===== config.mk =====
export PLATFORM = sky130hd
export DESIGN_NAME = adc_byte_port
export DESIGN_NICKNAME = d
export VERILOG_FILES = /design/src/rtl/adc_port_pkg.sv /design/src/rtl/adc_word_hold.sv /design/src/rtl/adc_lane_steer.sv /design/src/rtl/adc_drive_gate.sv /design/src/rtl/adc_byte_port.sv
export SDC_FILE = /design/constraint.sdc
export NUM_CORES = 1
export LEC_CHECK = 0
export ABC_CLOCK_PERIOD_IN_PS = 800
export BUFFER_PORTS_ARGS = -buffer_cell sky130_fd_sc_hd__buf_4
export CORE_MARGIN = 2
export CORE_UTILIZATION = 36
export DETAILED_ROUTE_END_ITERATION = 16
export PLACE_DENSITY = 0.73
export SKIP_CTS_REPAIR_TIMING = 1
export SLEW_MARGIN = 5
export SYNTH_ARGS = -nofsm -noshare
export SYNTH_HDL_FRONTEND = slang
export SYNTH_SLANG_ARGS = --single-unit

===== constraint.sdc =====
create_clock -name clk -period 0.8 [get_ports clk]
set_clock_uncertainty 0.1 [all_clocks]
set_input_delay 0.04 -clock clk [delete_from_list [all_inputs] [get_ports clk]]
set_output_delay 0.04 -clock clk [all_outputs]
set_load 0.01 [all_outputs]

===== src/rtl/adc_port_pkg.sv =====
// Package: shared types for the converter output port.
// Assumes nothing beyond the parameters passed to the users of these types.
package adc_port_pkg;

    // Lane steering choice made by the high-byte select.
    typedef enum logic {
        LANE_FULL = 1'b0,
        LANE_HIGH = 1'b1
    } lane_mode_e;

    // Control levels that decide whether the lanes drive.
    typedef struct packed {
        logic sel_n;
        logic rdcv;
        logic idle;
    } drive_ctrl_t;

endpackage


===== src/rtl/adc_word_hold.sv =====
// Module: holds the latest conversion word.
// Captures din on a clock edge with load_i high; keeps it otherwise.
// Assumes a synchronous active-low reset that clears the word to zero.
module adc_word_hold #(
    parameter int WORD_W = 12
) (
    input  logic              clk,
    input  logic              rst_n,
    input  logic              load_i,
    input  logic [WORD_W-1:0] din,
    output logic [WORD_W-1:0] dout
);

    logic [WORD_W-1:0] held_q;

    // Capture the result on the strobe, clear it on reset.
    always_ff @(posedge clk) begin
        if (!rst_n) begin
            held_q <= '0;
        end else if (load_i) begin
            held_q <= din;
        end
    end

    assign dout = held_q;

endmodule


===== src/rtl/adc_lane_steer.sv =====
// Module: maps the held word onto the output lanes.
// Full mode passes bits straight through. High mode moves the top
// HIGH_W bits down onto the lowest lanes and forces the lanes between
// HIGH_W and BYTE_W low. The top lanes keep their own bits.
// Assumes BYTE_W < WORD_W <= 2*BYTE_W.
module adc_lane_steer
    import adc_port_pkg::*;
#(
    parameter int WORD_W = 12,
    parameter int BYTE_W = 8
) (
    input  lane_mode_e        mode,
    input  logic [WORD_W-1:0] word,
    output logic [WORD_W-1:0] lanes
);

    localparam int HIGH_W = WORD_W - BYTE_W;

    logic high_sel;
    assign high_sel = (mode == LANE_HIGH);

    // One mux per lane; the lane's position picks its variant.
    for (genvar i = 0; i < WORD_W; i++) begin : g_lane
        if (i < HIGH_W) begin : g_fold
            assign lanes[i] = high_sel ? word[BYTE_W + i] : word[i];
        end else if (i < BYTE_W) begin : g_zero
            assign lanes[i] = high_sel ? 1'b0 : word[i];
        end else begin : g_keep
            assign lanes[i] = word[i];
        end
    end

endmodule


===== src/rtl/adc_drive_gate.sv =====
// Module: builds the per-lane output enables from the control levels.
// The lanes drive only when chip select is low, read/convert is high
// and the converter is idle, all at once. The enable follows the
// levels combinationally, so both read styles come from one gate.
// Assumes the control levels are already synchronous to the chip clock.
module adc_drive_gate
    import adc_port_pkg::*;
#(
    parameter int WORD_W = 12
) (
    input  drive_ctrl_t       ctrl,
    output logic [WORD_W-1:0] oe
);

    logic drive_en;

    // Combine the three conditions into a single drive decision.
    always_comb begin
        drive_en = !ctrl.sel_n && ctrl.rdcv && ctrl.idle;
    end

    // Fan the decision out to one enable per lane.
    for (genvar i = 0; i < WORD_W; i++) begin : g_oe
        assign oe[i] = drive_en;
    end

endmodule


===== src/rtl/adc_byte_port.sv =====
// Module: top of the converter output port.
// Holds the last result, steers it for full or split reads and
// decides when the lanes drive. Pads are outside this block.
// Assumes BYTE_W < WORD_W <= 2*BYTE_W and synchronous control inputs.
module adc_byte_port
    import adc_port_pkg::*;
#(
    parameter int WORD_W = 12,
    parameter int BYTE_W = 8
) (
    input  logic              clk,
    input  logic              rst_n,
    input  logic [WORD_W-1:0] result_i,
    input  logic              load_i,
    input  logic              busy_i,
    input  logic              cs_n_i,
    input  logic              rdcv_i,
    input  logic              hbe_i,
    output logic [WORD_W-1:0] data_o,
    output logic [WORD_W-1:0] oe_o
);

    logic [WORD_W-1:0] held_word;
    lane_mode_e        lane_mode;
    drive_ctrl_t       drv_ctrl;

    // Translate the raw pins into the shared control types.
    always_comb begin
        lane_mode     = hbe_i ? LANE_HIGH : LANE_FULL;
        drv_ctrl.sel_n = cs_n_i;
        drv_ctrl.rdcv  = rdcv_i;
        drv_ctrl.idle  = busy_i;
    end

    adc_word_hold #(.WORD_W(WORD_W)) u_hold (
        .clk    (clk),
        .rst_n  (rst_n),
        .load_i (load_i),
        .din    (result_i),
        .dout   (held_word)
    );

    adc_lane_steer #(.WORD_W(WORD_W), .BYTE_W(BYTE_W)) u_steer (
        .mode  (lane_mode),
        .word  (held_word),
        .lanes (data_o)
    );

    adc_drive_gate #(.WORD_W(WORD_W)) u_gate (
        .ctrl (drv_ctrl),
        .oe   (oe_o)
    );

endmodule


Yosys cells after proc, flatten, opt, wreduce, memory -nomap -nowiden:

Cells that the tools add are included.

* register bits after elaboration: 12
* input port bits: 19
* output and inout port bits: 24
* logic and storage cells: 13

* multiplexer cells: 9
* reductions and logical operators: 3

Operators by type and width (count)
* 1-bit two-way mux: 9
* 1-bit logical AND: 2
* 1-bit logical NOT: 1

Longest topological paths before layout:

Gate-level depths: netlist of the first run.

* depth in word-level cells: 3
* mapped depth: 3
* depth with buffers taken out: 2

Hierarchy:

From an unflattened synthesis of the first run, not the netlist that was laid out.

* cell total of the unflattened synthesis: 64
* area, all modules: 685.7 um^2

By module, submodules not included
* adc_word_hold: times used 1, cells each 38, area each 450.4 um^2, seq. area each 240.2 um^2
* adc_lane_steer: times used 1, cells each 13, area each 136.4 um^2, seq. area each 0.0 um^2
* adc_drive_gate: times used 1, cells each 13, area each 98.8 um^2, seq. area each 0.0 um^2

Least setup slack after synthesis of the first run:

No wires, ideal clock.

* kind: input port to output port
* start: input cs_n_i
* end: output oe_o[0]
* data arrival time: 593 ps
* required time: 660 ps
* path slack: 67 ps
* cell stages on the path: 2
* path buffers: 1
* path through: and3b_1 buf_4

* word-level cells in the longest chain between the ends: 3

RTL lines
* start: declaration: RTL line adc_byte_port.sv:16 `input logic cs_n_i,`
* 1-bit logical NOT: RTL line adc_drive_gate.sv:19 `drive_en = !ctrl.sel_n && ctrl.rdcv && ctrl.idle;`
* 1-bit logical AND (2 in a row): RTL line adc_drive_gate.sv:19
* end: declaration: RTL line adc_byte_port.sv:20 `output logic [WORD_W-1:0] oe_o`

No other way between the ends.

Worst setup path in the final report of the first run:

* start: register u_hold.held_q[2] (netlist: u_hold.dout[2])
* end: output data_o[2]

* word-level cells in the longest chain between the ends: 1

RTL lines
* start: declaration: RTL line adc_word_hold.sv:14 `logic [WORD_W-1:0] held_q;`
* start signal: assignment: RTL line adc_word_hold.sv:21 `held_q <= din;`
* 1-bit two-way mux: RTL line adc_lane_steer.sv:25 `assign lanes[i] = high_sel ? word[BYTE_W + i] : word[i];`
* end: declaration: RTL line adc_byte_port.sv:19 `output logic [WORD_W-1:0] data_o,`

No other way between the ends.

==> metrics.cfg, run 1 <==
[floorplan]
die_w_um = 46.6
die_area_um2 = 2170
pin_count = 43
die_y_um = 46.6
core_area_um2 = 1730
initial_core_util_pct = 37.9
rows = 15

[clock_tree]
clk_latency_ns = 0.26
tritoncts = built
numCtsBuffers = 3
cts.path.max_buffers = 2
cts.clk_slew.worst_paths_ns = 0.08
cts_sinks = 12
cts_htree_levels = 1
root_buffer = clkbuf_4

[synth]
synthAdderAreaFrac_pct = 0
synth_mux_area_share_pct = 25.2
synthCells = 64
syn_area_um2 = 654
yosys.area_share.simple_pct = 16.6
synth_warnings = 0
synth_top_family_by_area = multiplexers
yosysSeqAreaShare_pct = 36.7
avgSynthCellArea_um2 = 10.2
ys_ff_latch = 12
synth-xor-area-share_pct = 0
ys_types = 9
synth_nets = 83
synth_compound_area_share_pct = 0

[timing]
max_freq_mhz = 890
fin_hold_ws_ns = -0.0799
worst_pin_slew_ns = 0.203
maxSlewHeadroom_pct = 86.5
slew_viol_final = 0
rsz0062_at_grt = true
finalSetupViolCount = 15
hold_viol_final = 12
period_needed_ns = 1.12
finalCritPeriodShare_pct = 140
layout_setup_ws_ns = -0.324

[grt]
grt_use_total_pct = 12.0
grt_max_degree = 13
grt_remaining_overflow = 0
grt_pass1_wl_mm = 1.74
grt_pass1_vias = 425
antenna_found_initial = 0

[outcome]
status = complete, but fails checks
violations = negative hold slack, negative setup slack

[route]
ant_nets = 0
num_vias = 510
wl_mm = 1.43
viasPerCell = 4.11
drc_errors = 0
avgRoutedWirePerCell_um = 11.5
drtPass1Iterations = 2
first_iter_violations = 2

[power_and_ir_drop]
vdd_drop_max_uv = 744
p_leak_uw = 0.000528
cellPowerDensity_nw_per_um2 = 1460

[cells_and_area]
fin_area_um2 = 1040
drive_gt1_share_pct = 68.7
fill_cells = 161
multi_input_area_um2 = 300
seq_area_um2 = 251
areaGrowthSynthToFinish_pct = 59.3
fin_nets = 119
largest_reg_flops = 12
final_util_pct = 60.4
n_antenna_cell = 0

[place]
pre_cts_ws_ns = -0.0453
dp_hpwl_um = 970
dpl_cell_area_um2 = 906
port_buffers = 42
finalWeightedCongestion = 0.605

[critical_path]
critPathKind = reg -> out
cp-startpoint = u_hold.dout[2]
arrival_ns = 0.98
crit_path_end_kind = output pin
start_kind = flop
crit-reg2reg-launch = u_hold.dout[11]
crit_fanout = 2
required_ns = 0.66

[hold_path]
min_path_type = in -> reg
min-delay-start = result_i[6]

[job]
cap_violations = 0

[worst paths after layout]
kind                                   endpoint  slack (ns)  depth (start not counted)
worst max register to register  u_hold.dout[11]       -0.03                          3
worst min-delay path             u_hold.dout[6]       -0.08                          3
worst max-delay path                  data_o[2]       -0.32                          2
worst min register to register   u_hold.dout[7]        0.41                          2
[report_power, final]
part           internal, uW  switching, uW  total [uW]
Combinational           243            135         378
Clock                   276            209         485
Sequential              638           18.6         657
[area by class of cell]
class	count	area share, %
Timing Repair Buffer	50	40.6
Multi-Input combinational cell	33	28.8
Sequential cell	12	24.1
Clock buffer	4	3.48
Tap cell	25	3.00
[cell usage after synthesis]
| cell | count | area (um2) |
|---|---|---|
| buf_4 | 16 | 120 |
| and3b_1 | 1 | 8.76 |
| clkbuf_1 | 1 | 3.75 |
| nor2b_1 | 16 | 100 |
| mux2_2 | 4 | 45.0 |
| buf_6 | 1 | 11.3 |
| dfxtp_1 | 12 | 240 |
| buf_2 | 1 | 5.00 |
| mux2i_1 | 12 | 120 |
[worst max-delay path: stages (launching register included)]
cell	delay [ns]
dfxtp_1	0.32
mux2_4	0.28
buf_6	0.12
[through the flow]
stage          setup TNS, ns  hold slack, ns  power, uW  instances
6_report               -2.83         -0.0799       1520        124
5_1_grt                -3.45         -0.0690       1610        124
4_1_cts                -3.01         -0.0834       1480        122
3_5_place_dp          -0.179           0.207        993        118
3_3_place_gp          -0.108           0.201        986        118
2_1_floorplan              0          0.0682        853         64
[layer usage]
layer	vias up	track usage, %	wire [um]
met4	0	8.33	20
met1	231	12.3	502
met5	-	0	0
met3	2	3.53	57
li1	263	-	-
met2	14	20.6	847
[cells by family after synthesis]
logic type,after synthesis
DFF,12
and+or+nand+nor,17
muxes,16
buffers and inverters,19
[cell usage in the layout (no fill, tap or decap)]
cell / instances
clkbuf_4: 3
buf_6: 12
buf_4: 37
clkbuf_8: 1
and3b_1: 1
nor2b_1: 14
dfxtp_1: 3
nor2b_4: 2
mux2_4: 3
mux2_2: 1
mux2i_1: 12
dfxtp_2: 9
dlygate4sd3_1: 1
Note: power is estimated with default switching activity, not from simulation.
==> run 2, diff against run 1 <==
Settings changed: CORE_ASPECT_RATIO set to 0.9, REMOVE_ABC_BUFFERS set to 1.
==> run 2 against run 1 <==
The run still ends with negative hold slack, negative setup slack left. Combinational power is 2% lower. Total power is 9.6% lower. Worst setup slack better by 0.0056 ns. Clock-buffer cell count is 1 lower. Die area hardly changed. Routed wire length is 5.4% lower. Clock power is 29% lower. Sequential share of layout area is 0.59 points higher. Critical path type unchanged. Critical endpoint unchanged. Largest cell class unchanged.
==> metrics.cfg, run 2 (synthesis gave the netlist of run 1 again) <==
[cells_and_area]
fin_cells = 120  ; -3.2%
fin_nets = 117  ; -1.7%
final_cell_mix = 35 x buf_4, 13 x nor2b_1, 13 x buf_6
drive_gt1_share_pct = 69.8  ; +1.1 points
final_common_cell = buf_4
areaGrowthSynthToFinish_pct = 55.4
n_antenna_cell = 0  ; unchanged
largest_reg_flops = 12  ; unchanged

[floorplan]
die_y_um = 44.4  ; -4.7%
core_area_um2 = 1700  ; -1.6%
pin_count = 43  ; unchanged
rows = 14  ; -1
die_w_um = 48.9  ; +4.9%
initial_core_util_pct = 38.5  ; +0.61 points
die_area_um2 = 2180  ; about the same

[critical_path]
required_ns = 0.66  ; about the same
crit_fanout = 2  ; unchanged
path_cells = mux2_2 > buf_6
r2r-end = u_hold.dout[10]
crit-reg2reg-launch = u_hold.dout[10]
cp_slowest_cell = dfxtp_2
r2r_slack_ns = -0.04  ; about the same
slowest_delay_ns = 0.32  ; about the same
crit_path_end_kind = output pin
critPathKind = reg -> out
arrival_ns = 0.98  ; about the same
worst_r2r_path_depth = 3  ; unchanged
start_kind = flop

[timing]
maxSlewHeadroom_pct = 86.3  ; -0.21 points
period_needed_ns = 1.12  ; -0.00556 ns
hold_viol_final = 12  ; unchanged
fin_hold_ws_ns = -0.0652  ; +0.0147 ns
rsz0062_at_grt = true
layout_setup_ws_ns = -0.318  ; +0.00556 ns
max_freq_mhz = 894  ; +0.50%
finalCritPeriodShare_pct = 140  ; -0.70 points
slew_viol_final = 0  ; unchanged
worst_pin_slew_ns = 0.206  ; +0.00321 ns
finalSetupViolCount = 16  ; +1

[power_and_ir_drop]
p_leak_uw = 0.000511  ; -3.2%
cellPowerDensity_nw_per_um2 = 1350  ; -7.4%
total_power_uw = 1370  ; -9.6%
vdd_drop_max_uv = 949  ; +28%

[route]
wl_mm = 1.35  ; -5.4%
num_vias = 516  ; +1.2%
first_iter_violations = 3  ; +1
drc_errors = 0  ; unchanged
viasPerCell = 4.30  ; +4.5%
drtPass1Iterations = 4  ; +2
ant_nets = 0  ; unchanged
avgRoutedWirePerCell_um = 11.3  ; -2.2%

[clock_tree]
tritoncts = built
cts_htree_levels = 1  ; unchanged
numCtsBuffers = 3  ; unchanged
root_buffer = clkbuf_4
clk_latency_ns = 0.26  ; about the same
cts.clk_slew.worst_paths_ns = 0.07  ; about the same
cts_sinks = 12  ; unchanged
cts.path.max_buffers = 2  ; unchanged

[hold_path]
min-delay-start = result_i[6]
hold_path_depth = 3  ; unchanged
worstHoldEndpoint = u_hold.dout[6]
min_path_type = in -> reg

[grt]
grt_remaining_overflow = 0  ; unchanged
grt_pass1_vias = 496  ; +17%
antenna_found_initial = 0  ; unchanged
grt_pass1_wl_mm = 2.12  ; +22%
grt_max_degree = 13  ; unchanged
grt_use_total_pct = 12.9  ; +0.93 points

[outcome]
status = complete, but fails checks
violations = negative hold slack, negative setup slack

[place]
port_buffers = 42  ; unchanged
dp_hpwl_um = 999  ; +3.0%
dpl.cell_count = 116  ; -1.7%
finalWeightedCongestion = 0.661  ; +9.3%

[job]
cap_violations = 0  ; unchanged

[run 2: cell count changes in the layout (fill, tap and decap cells not counted)]
cell / change
buf_4: -2
buf_6: +1
clkbuf_8: -1
dlygate4sd3_1: -1
mux2_2: +1
mux2_4: -1
nor2b_1: -1
nor2b_4: +1
[run 2: worst max path at each step]
stage / from / to / slack, ns / cells after the start
floorplan: cs_n_i / oe_o[0] / -0.34 / 1
global placement: u_hold.dout[8] / data_o[0] / -0.02 / 2
detailed placement: u_hold.dout[8] / data_o[0] / -0.06 / 2
CTS: u_hold.dout[8] / data_o[0] / -0.35 / 2
global route: u_hold.dout[9] / data_o[1] / -0.35 / 2
finish: u_hold.dout[10] / data_o[2] / -0.32 / 2
[run 2: area by class of cell]
| type | count | area (um2) |
|---|---|---|
| fillers | 144 | 682 |
| repair buffers | 48 | 409 |
| multi-input cells | 33 | 304 |
| clock buffers | 3 | 22.5 |
| flip-flops and latches | 12 | 251 |
| well taps | 24 | 30.0 |
[run 2: metal layers]
layer  part of all wire, %  global-route usage, %
met1                    38                   12.9
met5                     0                      0
met4                     0                   5.14
met3                   9.7                   5.07
met2                    52                   24.4
[run 2: worst max-delay path, delay by kind of cell, from the launching register on]
family	cells	cell delay, ns
buf+inv	1	0.12
flops	1	0.32
mux	1	0.27
[run 2: metrics by stage]
stage | instance area (um2) | hold slack, ns | setup TNS (ns) | setup WS [ns] | util [%]
6_report | 1020 | -0.0652 | -2.48 | -0.318 | 59.9
5_1_grt | 1020 | -0.0720 | -3.14 | -0.351 | 59.9
3_5_place_dp | 897 | 0.206 | -0.187 | -0.0557 | 52.8
2_1_floorplan | 514 | 0.0264 | -4.08 | -0.340 | -
3_3_place_gp | 897 | 0.197 | -0.0825 | -0.0246 | 52.8
4_1_cts | 920 | -0.0691 | -2.82 | -0.346 | 54.1
[run 2: power by group]
part | leakage (uW) | internal (uW) | switching [uW]
Sequential | 0.000102 | 639 | 20.1
Clock | 0.0000138 | 174 | 170
Combinational | 0.000394 | 238 | 134
